**src/rtl/xc_pkg.sv**
```systemverilog
package xc_pkg;
  typedef enum logic [1:0] {
    XS_IDLE = 2'd0,
    XS_REQ  = 2'd1,
    XS_WAIT = 2'd2
  } xs_state_e;
endpackage

```
**src/rtl/xc_tag_array.sv**
```systemverilog
module xc_tag_array #(
  parameter int ENTRIES = 8,
  parameter int VPN_W   = 20,
  parameter int PPN_W   = 20,
  localparam int IDX_W  = $clog2(ENTRIES)
) (
  input  logic             clk,
  input  logic             rst_n,
  input  logic             flush,
  input  logic [VPN_W-1:0] lk_vpn,
  output logic             lk_hit,
  output logic             lk_neg,
  output logic [PPN_W-1:0] lk_ppn,
  input  logic             fill_en,
  input  logic [IDX_W-1:0] fill_idx,
  input  logic             fill_neg,
  input  logic [VPN_W-1:0] fill_vpn,
  input  logic [PPN_W-1:0] fill_ppn
);
  logic [ENTRIES-1:0] valid_q, neg_q, match;
  logic [VPN_W-1:0]   vpn_q [ENTRIES];
  logic [PPN_W-1:0]   ppn_q [ENTRIES];

  for (genvar i = 0; i < ENTRIES; i++) begin : g_ent
    logic sel;
    assign sel      = fill_en && (fill_idx == IDX_W'(i));
    assign match[i] = valid_q[i] && (vpn_q[i] == lk_vpn);
    always_ff @(posedge clk) begin
      if (!rst_n || flush) begin
        valid_q[i] <= 1'b0;
        neg_q[i]   <= 1'b0;
      end else if (sel) begin
        valid_q[i] <= 1'b1;
        neg_q[i]   <= fill_neg;
      end
    end
    always_ff @(posedge clk) begin
      if (sel) begin
        vpn_q[i] <= fill_vpn;
        ppn_q[i] <= fill_ppn;
      end
    end
  end

  always_comb begin
    lk_hit = |match;
    lk_neg = 1'b0;
    lk_ppn = '0;
    for (int i = 0; i < ENTRIES; i++) begin
      if (match[i]) begin
        lk_neg = lk_neg | neg_q[i];
        lk_ppn = lk_ppn | ppn_q[i];
      end
    end
  end

  // a page never sits in two entries
  p_single_match_r9: assert property (@(posedge clk) disable iff (!rst_n)
    $onehot0(match));
  // flush empties the array by the next cycle
  p_flush_empty_r8: assert property (@(posedge clk) disable iff (!rst_n)
    flush |=> (valid_q == '0));
  // a fill leaves its entry valid
  p_fill_valid_r4: assert property (@(posedge clk) disable iff (!rst_n)
    (fill_en && !flush) |=> valid_q[$past(fill_idx)]);
endmodule

```
**src/rtl/xc_victim_ptr.sv**
```systemverilog
module xc_victim_ptr #(
  parameter int ENTRIES = 8,
  localparam int IDX_W  = $clog2(ENTRIES)
) (
  input  logic             clk,
  input  logic             rst_n,
  input  logic             advance,
  output logic [IDX_W-1:0] ptr
);
  function automatic logic [IDX_W-1:0] next_slot(input logic [IDX_W-1:0] cur);
    return (cur == IDX_W'(ENTRIES - 1)) ? '0 : cur + 1'b1;
  endfunction

  always_ff @(posedge clk) begin
    if (!rst_n)       ptr <= '0;
    else if (advance) ptr <= next_slot(ptr);
  end

  // each fill moves the victim to another slot
  p_ptr_moves_r7: assert property (@(posedge clk) disable iff (!rst_n)
    advance |=> (ptr != $past(ptr)));
endmodule

```
**src/rtl/xc_miss_fsm.sv**
```systemverilog
module xc_miss_fsm
  import xc_pkg::*;
#(
  parameter int VPN_W = 20
) (
  input  logic             clk,
  input  logic             rst_n,
  input  logic             miss,
  input  logic [VPN_W-1:0] miss_vpn,
  output logic             req_valid,
  input  logic             req_ready,
  output logic [VPN_W-1:0] req_vpn,
  input  logic             cpl_valid,
  output logic             cpl_ready,
  output logic             busy,
  output logic             fill_now
);
  xs_state_e state_q;

  always_ff @(posedge clk) begin
    if (!rst_n) begin
      state_q <= XS_IDLE;
    end else begin
      unique case (state_q)
        XS_IDLE: if (miss)                   state_q <= XS_REQ;
        XS_REQ:  if (req_ready)              state_q <= XS_WAIT;
        XS_WAIT: if (cpl_valid)              state_q <= XS_IDLE;
        default:                             state_q <= XS_IDLE;
      endcase
    end
  end

  always_ff @(posedge clk) begin
    if (state_q == XS_IDLE && miss) req_vpn <= miss_vpn;
  end

  assign req_valid = (state_q == XS_REQ);
  assign cpl_ready = (state_q == XS_WAIT);
  assign busy      = (state_q != XS_IDLE);
  assign fill_now  = cpl_ready && cpl_valid;

  // request held stable until accepted
  p_req_hold_r3: assert property (@(posedge clk) disable iff (!rst_n)
    (req_valid && !req_ready) |=> (req_valid && $stable(req_vpn)));
  // one request outstanding at a time
  p_one_outstanding_r3: assert property (@(posedge clk) disable iff (!rst_n)
    (req_valid && req_ready) |=> !req_valid);
endmodule

```
**src/rtl/xlat_cache.sv**
```systemverilog
module xlat_cache #(
  parameter int ENTRIES    = 8,
  parameter int ADDR_W     = 32,
  parameter int PAGE_SHIFT = 12,
  parameter int RID_W      = 16,
  localparam int VPN_W     = ADDR_W - PAGE_SHIFT,
  localparam int IDX_W     = $clog2(ENTRIES)
) (
  input  logic              clk,
  input  logic              rst_n,
  input  logic              flush,
  input  logic [RID_W-1:0]  rid_i,
  input  logic              dma_valid,
  output logic              dma_ready,
  input  logic [ADDR_W-1:0] dma_addr,
  output logic              out_valid,
  input  logic              out_ready,
  output logic [ADDR_W-1:0] out_addr,
  output logic              out_translated,
  output logic              xreq_valid,
  input  logic              xreq_ready,
  output logic [VPN_W-1:0]  xreq_vpn,
  output logic [RID_W-1:0]  xreq_rid,
  input  logic              xcpl_valid,
  output logic              xcpl_ready,
  input  logic              xcpl_ok,
  input  logic [VPN_W-1:0]  xcpl_ppn
);
  function automatic logic [VPN_W-1:0] page_of(input logic [ADDR_W-1:0] a);
    return a[ADDR_W-1:PAGE_SHIFT];
  endfunction

  function automatic logic [ADDR_W-1:0] join_page(input logic [VPN_W-1:0] p,
                                                  input logic [ADDR_W-1:0] a);
    return {p, a[PAGE_SHIFT-1:0]};
  endfunction

  logic             lk_hit, lk_neg, busy, miss, fill_now;
  logic [VPN_W-1:0] lk_ppn;
  logic [IDX_W-1:0] victim;

  assign miss = dma_valid && !lk_hit && !busy;

  xc_tag_array #(.ENTRIES(ENTRIES), .VPN_W(VPN_W), .PPN_W(VPN_W)) tags_i (
    .clk(clk), .rst_n(rst_n), .flush(flush),
    .lk_vpn(page_of(dma_addr)), .lk_hit(lk_hit), .lk_neg(lk_neg), .lk_ppn(lk_ppn),
    .fill_en(fill_now), .fill_idx(victim), .fill_neg(!xcpl_ok),
    .fill_vpn(xreq_vpn), .fill_ppn(xcpl_ppn)
  );

  xc_victim_ptr #(.ENTRIES(ENTRIES)) victim_i (
    .clk(clk), .rst_n(rst_n), .advance(fill_now), .ptr(victim)
  );

  xc_miss_fsm #(.VPN_W(VPN_W)) fsm_i (
    .clk(clk), .rst_n(rst_n), .miss(miss), .miss_vpn(page_of(dma_addr)),
    .req_valid(xreq_valid), .req_ready(xreq_ready), .req_vpn(xreq_vpn),
    .cpl_valid(xcpl_valid), .cpl_ready(xcpl_ready),
    .busy(busy), .fill_now(fill_now)
  );

  assign xreq_rid       = rid_i;
  assign out_valid      = dma_valid && lk_hit && !busy;
  assign dma_ready      = out_valid && out_ready;
  assign out_translated = !lk_neg;
  assign out_addr       = lk_neg ? dma_addr : join_page(lk_ppn, dma_addr);

  // nothing leaves while a translation is pending
  p_stall_on_miss_r2: assert property (@(posedge clk) disable iff (!rst_n)
    busy |-> (!out_valid && !dma_ready));
  // untranslated accesses keep the address unchanged
  p_neg_passthru_r5: assert property (@(posedge clk) disable iff (!rst_n)
    (out_valid && !out_translated) |-> (out_addr == dma_addr));
  // no completion is taken before a request went out
  p_cpl_after_req_r1: assert property (@(posedge clk) disable iff (!rst_n)
    $rose(xcpl_ready) |-> $past(xreq_valid && xreq_ready));
endmodule

```
**config.mk**
```make
export PLATFORM = sky130hd
export DESIGN_NAME = xlat_cache
export DESIGN_NICKNAME = d
export VERILOG_FILES = /design/src/rtl/xc_pkg.sv /design/src/rtl/xc_tag_array.sv /design/src/rtl/xc_victim_ptr.sv /design/src/rtl/xc_miss_fsm.sv /design/src/rtl/xlat_cache.sv
export SDC_FILE = /design/constraint.sdc
export NUM_CORES = 1
export LEC_CHECK = 0
export ABC_CLOCK_PERIOD_IN_PS = 5600
export CAP_MARGIN = 30
export CORE_MARGIN = 3
export CORE_UTILIZATION = 57
export CTS_CLUSTER_DIAMETER = 30
export CTS_CLUSTER_SIZE = 40
export DETAILED_ROUTE_END_ITERATION = 16
export GPL_ROUTABILITY_DRIVEN = 0
export PLACE_DENSITY = 0.88
export SLEW_MARGIN = 20
export SYNTH_ARGS = -nofsm -noshare
export SYNTH_HDL_FRONTEND = slang
export SYNTH_HIERARCHICAL = 1
export SYNTH_SLANG_ARGS = --single-unit
```
**constraint.sdc**
```tcl
create_clock -name clk -period 5.6 [get_ports clk]
set_clock_uncertainty 0.05 [all_clocks]
set_input_delay 0.56 -clock clk [delete_from_list [all_inputs] [get_ports clk]]
set_output_delay 0.56 -clock clk [all_outputs]
set_load 0.03 [all_outputs]
```
==> impl_summary.txt, run 1 <==
----------------------------------------------------
[Worst setup path]
  Buffer and inverter count on the worst path ... 3
  Most used cell, CP ... sky130_fd_sc_hd__clkdlybuf4s50_1
  Critical Path End Type ... output port
  Worst Setup Start Kind ... input pin
  Register-to-register setup slack ... 2.44 ns
  Crit path required time ... 4.99 ns
  Slowest library cell on the worst path ... sky130_fd_sc_hd__nor4_1
  CP Cell Sequence ... clkdlybuf4s50_1 > xor2_1 > nor4_1 > and3_1 > a31oi_1 > nand4b_1 > buf_4 > mux2_2 > clkdlybuf4s50_1
  CP Class ... input pin to output port
  Data arrival, critical path ... 4.55 ns
  R2R Path Start ... tags_i/vpn_q[0][69]
  Crit path max-delay family ... buffers and inverters
  Crit. Startpoint ... dma_addr[27]
  Crit-path max FO ... 21
  Slowest Stage Delay on Critical Path ... 0.85 ns

[Finish]
  Final core utilization ... 69.5%
  Most frequent cells in the layout ... 340 x sky130_fd_sc_hd__edfxtp_1, 95 x sky130_fd_sc_hd__xnor2_1, 92 x sky130_fd_sc_hd__clkdlybuf4s50_1
  Most common library cell in the layout ignoring fill and taps ... sky130_fd_sc_hd__edfxtp_1
  Final layout net count ... 1161
  Area delta synth->final ... 19.1%
  Ratio of cells with drive above 1 in the final layout ... 16.5%
  Number of antenna diodes ... 0

[Synth]
  Syn Inst Count ... 981
  Part of the Yosys area used for sequential elements ... 69.6%
  Number of enable flip-flop cells after synthesis ... 340
  Cell variety after synth ... 53
  Syn nets ... 1059
  Async set-reset flop share out of synthesis ... 0%
  Synth area leader ... sky130_fd_sc_hd__edfxtp_1
  Combined area of all synthesized cells ... 15300 um^2
  Area share of the largest cell type after synthesis ... 66.8%
  Warnings, synthesis ... 6
  Number of register bits inferred by synthesis ... 361
  Commonest register cell after synthesis ... sky130_fd_sc_hd__edfxtp_1
  Syn_area_per_cell ... 15.6 um^2
  Most area-consuming cells after synthesis ... sky130_fd_sc_hd__edfxtp_1 67%, sky130_fd_sc_hd__xnor2_1 5.4%, sky130_fd_sc_hd__xor2_1 3.1%

[Clock network]
  Hold_buf cts ... 0
  Clock Sink Count ... 361
  CTS buffer count ... 56
  Count of cells resized by post-cts repair ... 0
  CTS tree ... yes
  Longest Clk Path Bufs ... 3
  Post CTS Setup Buffer Count ... 0
  Register clock-pin slew on the reported worst setup and hold paths ... 0.05 ns
  Skew-Pair Late Insertion Delay ... 0.57 ns
  Buffer type at the clock tree root ... sky130_fd_sc_hd__clkbuf_16
  Number of H-tree levels ... 2

[Detailed routing]
  Number of vias in the routed layout ... 9774
  Wirelength per Cell ... 28.5 um
  Routed WL ... 41.8 mm
  Detailed-router iteration count before antenna repair ... 6
  Met1 Routed Length ... 14.3 mm
  DRC violation count after routing ... 0
  First DRT Iteration DRCs ... 1955
  Met3 layer wire length in the routed design ... 4.61 mm
  Vias per inst ... 6.67
  Uppermost signal routing layer after detailed routing ... met4
  Number of antenna-violating nets in the routed design ... 0
  Routed wl met2 ... 20.9 mm

[Timing]
  Measured slew at the worst slew-check pin ... 0.951 ns
  Worst slack on hold paths ... 0.420 ns
  Post-route minimum period ... 5.16 ns
  Count of endpoints failing hold in the final timing report ... 0
  Total setup violations reported at the end of the flow ... 0
  Slew Limit Headroom ... 36.0%
  Max frequency ... 194 MHz
  Setup repair after global routing missed its margin ... no
  Total negative slack for setup checks ... 0 ns
  Number of max-slew violations in the final report ... 0
  Final period utilization ... 92.1%

[Global routing]
  Leftover overflow at the end of global routing ... 0
  First-pass GRT wire length ... 62.1 mm
  Pin count of the biggest net entering global routing ... 43
  GRT Resource Usage Total ... 29.0%
  Vias in the first global route ... 9677
  Initial antenna violation count ... 0

[Floorplan]
  Core ar. ... 26200 um^2
  Die height ... 170 um
  Placement row count ... 59
  Die boundary width ... 170 um
  Number of top-level pins ... 149
  Die outline area ... 28800 um^2
  Initial Utilization ... 58.3%

[Power and ir drop]
  Power Total ... 6730 uW
  Leakage ... 0.00592 uW
  Total power density per cell area ... 369 nW/um^2
  Maximum vdd ir drop ... 0.403 mV

[Min path]
  Worst Hold Class ... flip-flop to flip-flop
  Source of the worst hold timing path ... tags_i/valid_q[3]

[Flow run]
  Count of max-cap constraint violations ... 0

[Outcome]
  Run status ... finished clean

[Place]
  IO Port Bufs ... 92
  Placed wire-length estimate ... 24.6 mm

----------------------------------------------------
==> Yosys cell counts (21+ instances only) <==
| cell type | n |
|---|---|
| sky130_fd_sc_hd__buf_6 | 24 |
| sky130_fd_sc_hd__nand3_1 | 89 |
| sky130_fd_sc_hd__nand4_1 | 41 |
| sky130_fd_sc_hd__a31oi_1 | 21 |
| sky130_fd_sc_hd__nand2_1 | 27 |
| sky130_fd_sc_hd__xor2_1 | 54 |
| sky130_fd_sc_hd__o2111ai_1 | 22 |
| sky130_fd_sc_hd__nand4b_1 | 22 |
| sky130_fd_sc_hd__nor2_1 | 29 |
| sky130_fd_sc_hd__xnor2_1 | 95 |
| sky130_fd_sc_hd__buf_4 | 36 |
| sky130_fd_sc_hd__edfxtp_1 | 340 |
| sky130_fd_sc_hd__dfxtp_1 | 21 |
==> per-stage QoR <==
stage               cells  worst slack (ns)  area (um^2)
floorplan             981             0.941        15300
global placement     1360             0.729        16300
detailed placement   1360             0.657        16300
CTS                  1465             0.601        18200
global route         1465             0.488        18200
finish               1465             0.443        18200
==> power breakdown <==
part           switching [uW]  total (uW)  internal (uW)
combinational             156         254           98.1
clock                    1290        3430           2140
sequential               50.8        3040           2990
==> cell families after synthesis <==
logic type | count (synthesis) | share of synthesized area (%)
compound gates | 59 | 2.87
xor+xnor | 154 | 9.07
fa+ha+maj | 2 | 0.164
buf+inv | 98 | 4.79
flops | 361 | 69.6
mux | 27 | 2.40
simple gates | 280 | 11.2
==> sequential cells by signal (all words and copies together), names as in the netlist <==
name            flops
fsm_i/req_vpn      20
fsm_i/state_q       2
tags_i/neg_q        8
tags_i/ppn_q      160
tags_i/valid_q      8
tags_i/vpn_q      160
victim_i/ptr        3
==> path summary, 6_finish.rpt <==
| check | endpoint | depth (start not counted) |
|---|---|---|
| worst max-delay path | out_addr[29] | 9 |
| worst min-delay path | tags_i/valid_q[3] | 2 |
| worst max register to register | fsm_i/req_vpn[2] | 10 |
| worst min register to register | tags_i/valid_q[3] | 2 |
==> cell type report <==
| class | count | area [um^2] |
|---|---|---|
| Timing Repair Buffer | 133 | 1230 |
| Clock inverter | 41 | 412 |
| Multi-Input combinational cell | 522 | 4010 |
| Fill cell | 1509 | 8000 |
| Sequential cell | 361 | 10600 |
| Inverter | 9 | 33.8 |
| Tap cell | 335 | 419 |
| Clock buffer | 64 | 1470 |
==> layer usage <==
layer | GRT usage (%) | vias up
met1 | 37.4 | 4803
met3 | 5.29 | 167
met4 | 12.2 | 0
met5 | 0 | -
met2 | 48.7 | 855
li1 | - | 3949
==> worst min-delay path, delay by kind of cell (launching register included) <==
kind	cells	cell delay, ns
AND/OR/NAND/NOR	2	0.12
flip-flops	1	0.32
No activity file was read; power rests on OpenSTA's default activity.
==> run 2: changes to the inputs <==
--- a/config.mk
+++ b/config.mk
@@ -12,9 +12,8 @@
 export CTS_CLUSTER_DIAMETER = 30
 export CTS_CLUSTER_SIZE = 40
 export DETAILED_ROUTE_END_ITERATION = 16
-export GPL_ROUTABILITY_DRIVEN = 0
 export PLACE_DENSITY = 0.88
-export SLEW_MARGIN = 20
+export SLEW_MARGIN = 10
 export SYNTH_ARGS = -nofsm -noshare
 export SYNTH_HDL_FRONTEND = slang
 export SYNTH_HIERARCHICAL = 1
==> results of run 2 <==
The final DEF is identical to that of run 1; final timing and power are the same.
==> run 3: changes to the inputs <==
--- a/config.mk
+++ b/config.mk
@@ -5,14 +5,14 @@
 export SDC_FILE = /design/constraint.sdc
 export NUM_CORES = 1
 export LEC_CHECK = 0
-export ABC_CLOCK_PERIOD_IN_PS = 5600
+export ABC_CLOCK_PERIOD_IN_PS = 6050
 export CAP_MARGIN = 30
 export CORE_MARGIN = 3
-export CORE_UTILIZATION = 57
+export CORE_UTILIZATION = 59
 export CTS_CLUSTER_DIAMETER = 30
 export CTS_CLUSTER_SIZE = 40
 export DETAILED_ROUTE_END_ITERATION = 16
-export PLACE_DENSITY = 0.88
+export PLACE_DENSITY = 0.9
 export SLEW_MARGIN = 10
 export SYNTH_ARGS = -nofsm -noshare
 export SYNTH_HDL_FRONTEND = slang
==> constraint.sdc (replaced) <==
create_clock -name clk -period 6.05 [get_ports clk]
set_clock_uncertainty 0.05 [all_clocks]
set_input_delay 0.605 -clock clk [delete_from_list [all_inputs] [get_ports clk]]
set_output_delay 0.605 -clock clk [all_outputs]
set_load 0.03 [all_outputs]
==> run 3 against run 2 <==
- sequential power decreased by 7.6%
- count of clock-buffer cells in the layout shrank 2
- register-to-register slack improved by 0.34 ns
- design area increased by 0.49%
- routed wire length is 1.8% higher
- combinational power decreased by 6%
- utilization increased by 2.8 points
- critical path type unchanged
- critical endpoint unchanged
==> impl_summary.txt, run 3 (synthesized netlist as in run 1, its figures left out) <==
----------------------------------------------------
[Outcome]
  Run status ... finished clean

[Timing]
  Final worst setup slack ... 0.681 ns
  Setup repair after global routing missed its margin ... no
  Slew Limit Headroom ... 33.8%
  Measured slew at the worst slew-check pin ... 0.993 ns
  Total negative slack for setup checks ... 0 ns
  Count of endpoints failing hold in the final timing report ... 0
  Number of max-slew violations in the final report ... 0
  Final period utilization ... 88.7%
  Total setup violations reported at the end of the flow ... 0
  Max frequency ... 186 MHz
  Post-route minimum period ... 5.37 ns

[Worst setup path]
  Reg-to-Reg End ... fsm_i/req_vpn[14]
  Crit-path max FO ... 13
  Slowest Stage Delay on Critical Path ... 0.87 ns
  Crit path required time ... 5.39 ns
  CP Class ... input pin to output port
  Crit. Startpoint ... dma_addr[13]
  End of the critical path ... out_addr[29]
  Critical Path End Type ... output port
  CP Cell Sequence ... clkdlybuf4s50_1 > xnor2_1 > nand4_1 > nor4_4 > nand3_1 > nand4b_1 > buf_4 > mux2_2 > clkdlybuf4s50_1
  Slowest library cell on the worst path ... sky130_fd_sc_hd__clkdlybuf4s50_1
  Register-to-register setup slack ... 2.78 ns
  Worst Setup Start Kind ... input pin
  R2R Path Start ... tags_i/vpn_q[0][37]
  Data arrival, critical path ... 4.71 ns
  Reg2reg path depth ... 10
  Most used cell, CP ... sky130_fd_sc_hd__clkdlybuf4s50_1

[Place]
  IO Port Bufs ... 92
  Placement Cell Area ... 16300 um^2
  Final GP Congestion ... 0.879
  Number of cells after detailed placement ... 1350
  Pre-CTS setup slack ... 0.819 ns
  Placed wire-length estimate ... 24.3 mm

[Clock network]
  Longest Clk Path Bufs ... 3
  Register clock-pin slew on the reported worst setup and hold paths ... 0.05 ns
  Buffer type at the clock tree root ... sky130_fd_sc_hd__clkbuf_16
  Post CTS Setup Buffer Count ... 0
  Count of cells resized by post-cts repair ... 0
  Skew-Pair Late Insertion Delay ... 0.57 ns
  CTS buffer count ... 54
  CTS tree ... yes
  Clock Sink Count ... 361
  Number of H-tree levels ... 2
  Hold_buf cts ... 0

[Floorplan]
  Die height ... 167 um
  Core ar. ... 25300 um^2
  Die boundary width ... 167 um
  Die outline area ... 27900 um^2
  Number of top-level pins ... 149
  Placement row count ... 58
  Initial Utilization ... 60.3%

[Detailed routing]
  Number of vias in the routed layout ... 9848
  Uppermost signal routing layer after detailed routing ... met5
  Routed wl met2 ... 20.5 mm
  Met3 layer wire length in the routed design ... 5.13 mm
  Routed WL ... 42.5 mm
  Vias per inst ... 6.79
  Number of antenna-violating nets in the routed design ... 0
  Met1 Routed Length ... 14.1 mm
  DRC violation count after routing ... 0
  Detailed-router iteration count before antenna repair ... 6
  Wirelength per Cell ... 29.3 um
  First DRT Iteration DRCs ... 1794

[Global routing]
  Vias in the first global route ... 9932
  Pin count of the biggest net entering global routing ... 43
  Initial antenna violation count ... 1
  First-pass GRT wire length ... 63.1 mm
  Leftover overflow at the end of global routing ... 0
  GRT Resource Usage Total ... 30.2%

[Finish]
  Number of fill cells ... 1394
  Final layout net count ... 1154
  Area delta synth->final ... 19.7%
  Total non-filler cell area in the finished layout ... 18300 um^2
  Most common library cell in the layout ignoring fill and taps ... sky130_fd_sc_hd__edfxtp_1
  Ratio of cells with drive above 1 in the final layout ... 15.7%
  Largest registers ranked by flip-flop count ... tags_i/ppn_q: 160 flops, tags_i/vpn_q: 160 flops, fsm_i/req_vpn: 20 flops
  Final std cells w/o fill ... 1451
  Number of antenna diodes ... 0
  Most frequent cells in the layout ... 340 x sky130_fd_sc_hd__edfxtp_1, 95 x sky130_fd_sc_hd__xnor2_1, 92 x sky130_fd_sc_hd__clkdlybuf4s50_1

[Min path]
  Worst Hold Class ... flip-flop to flip-flop
  Min-Delay Path Depth ... 2

[Power and ir drop]
  Power Total ... 6480 uW
  Leakage ... 0.00597 uW
  Maximum vdd ir drop ... 0.242 mV
  Total power density per cell area ... 354 nW/um^2

[Flow run]
  Count of max-cap constraint violations ... 0

----------------------------------------------------
## run 3: cell types whose count changed in the layout (fill, tap and decap cells not counted), sizes merged
| cell | before | now |
|---|---|---|
| bufinv | 5 | 14 |
| clkbuf | 64 | 62 |
| buf | 41 | 36 |
| inv | 18 | 13 |
| clkinv | 17 | 16 |
| clkinvlp | 10 | 5 |
## run 3: routing by layer
layer,vias to the layer above,track usage (%)
met2,931,48.9
met1,4757,38.2
met3,225,5.86
li1,3933,-
met4,2,17.9
met5,-,0
## run 3: how the worst min path moves through the flow
stage                       from                end  slack, ns
4_1_cts        tags_i/valid_q[3]  tags_i/valid_q[3]       0.43
6_report       tags_i/valid_q[2]  tags_i/valid_q[2]       0.43
3_5_place_dp   tags_i/valid_q[7]  tags_i/valid_q[7]       0.40
2_1_floorplan  tags_i/valid_q[0]  tags_i/valid_q[0]       0.38
3_3_place_gp   tags_i/valid_q[4]  tags_i/valid_q[4]       0.39
5_1_grt        tags_i/valid_q[2]  tags_i/valid_q[2]       0.45
## run 3: final cells by class
type / count / area (um^2) / area share, %
inverter: 9 / 33.8 / 0.185
clock buffer: 62 / 1430 / 7.83
tap: 330 / 413 / 2.26
sequential: 361 / 10600 / 58.1
multi-input combinational: 522 / 4010 / 21.9
clock inverter: 39 / 584 / 3.19
timing repair buffer: 128 / 1190 / 6.51
## run 3: worst max-delay path: cells and delay by family
kind,cells,cell delay [ns]
buf+inv,3,1.77
simple gates,4,1.47
mux,1,0.40
xor+xnor,1,0.45
## run 3: power breakdown
group | internal, uW | leakage (uW) | switching, uW | total (uW)
logic | 90.0 | 0.00176 | 149 | 239
registers | 2770 | 0.00323 | 44.5 | 2810
clock network | 2300 | 0.000971 | 1140 | 3430
total | 5160 | 0.00597 | 1330 | 6480
## run 3: through the flow
stage,hold WS (ns),util (%)
2_1_floorplan,0.382,-
6_report,0.430,72.2
5_1_grt,0.450,72.2
4_1_cts,0.431,72.2
3_5_place_dp,0.404,64.3
3_3_place_gp,0.392,64.3
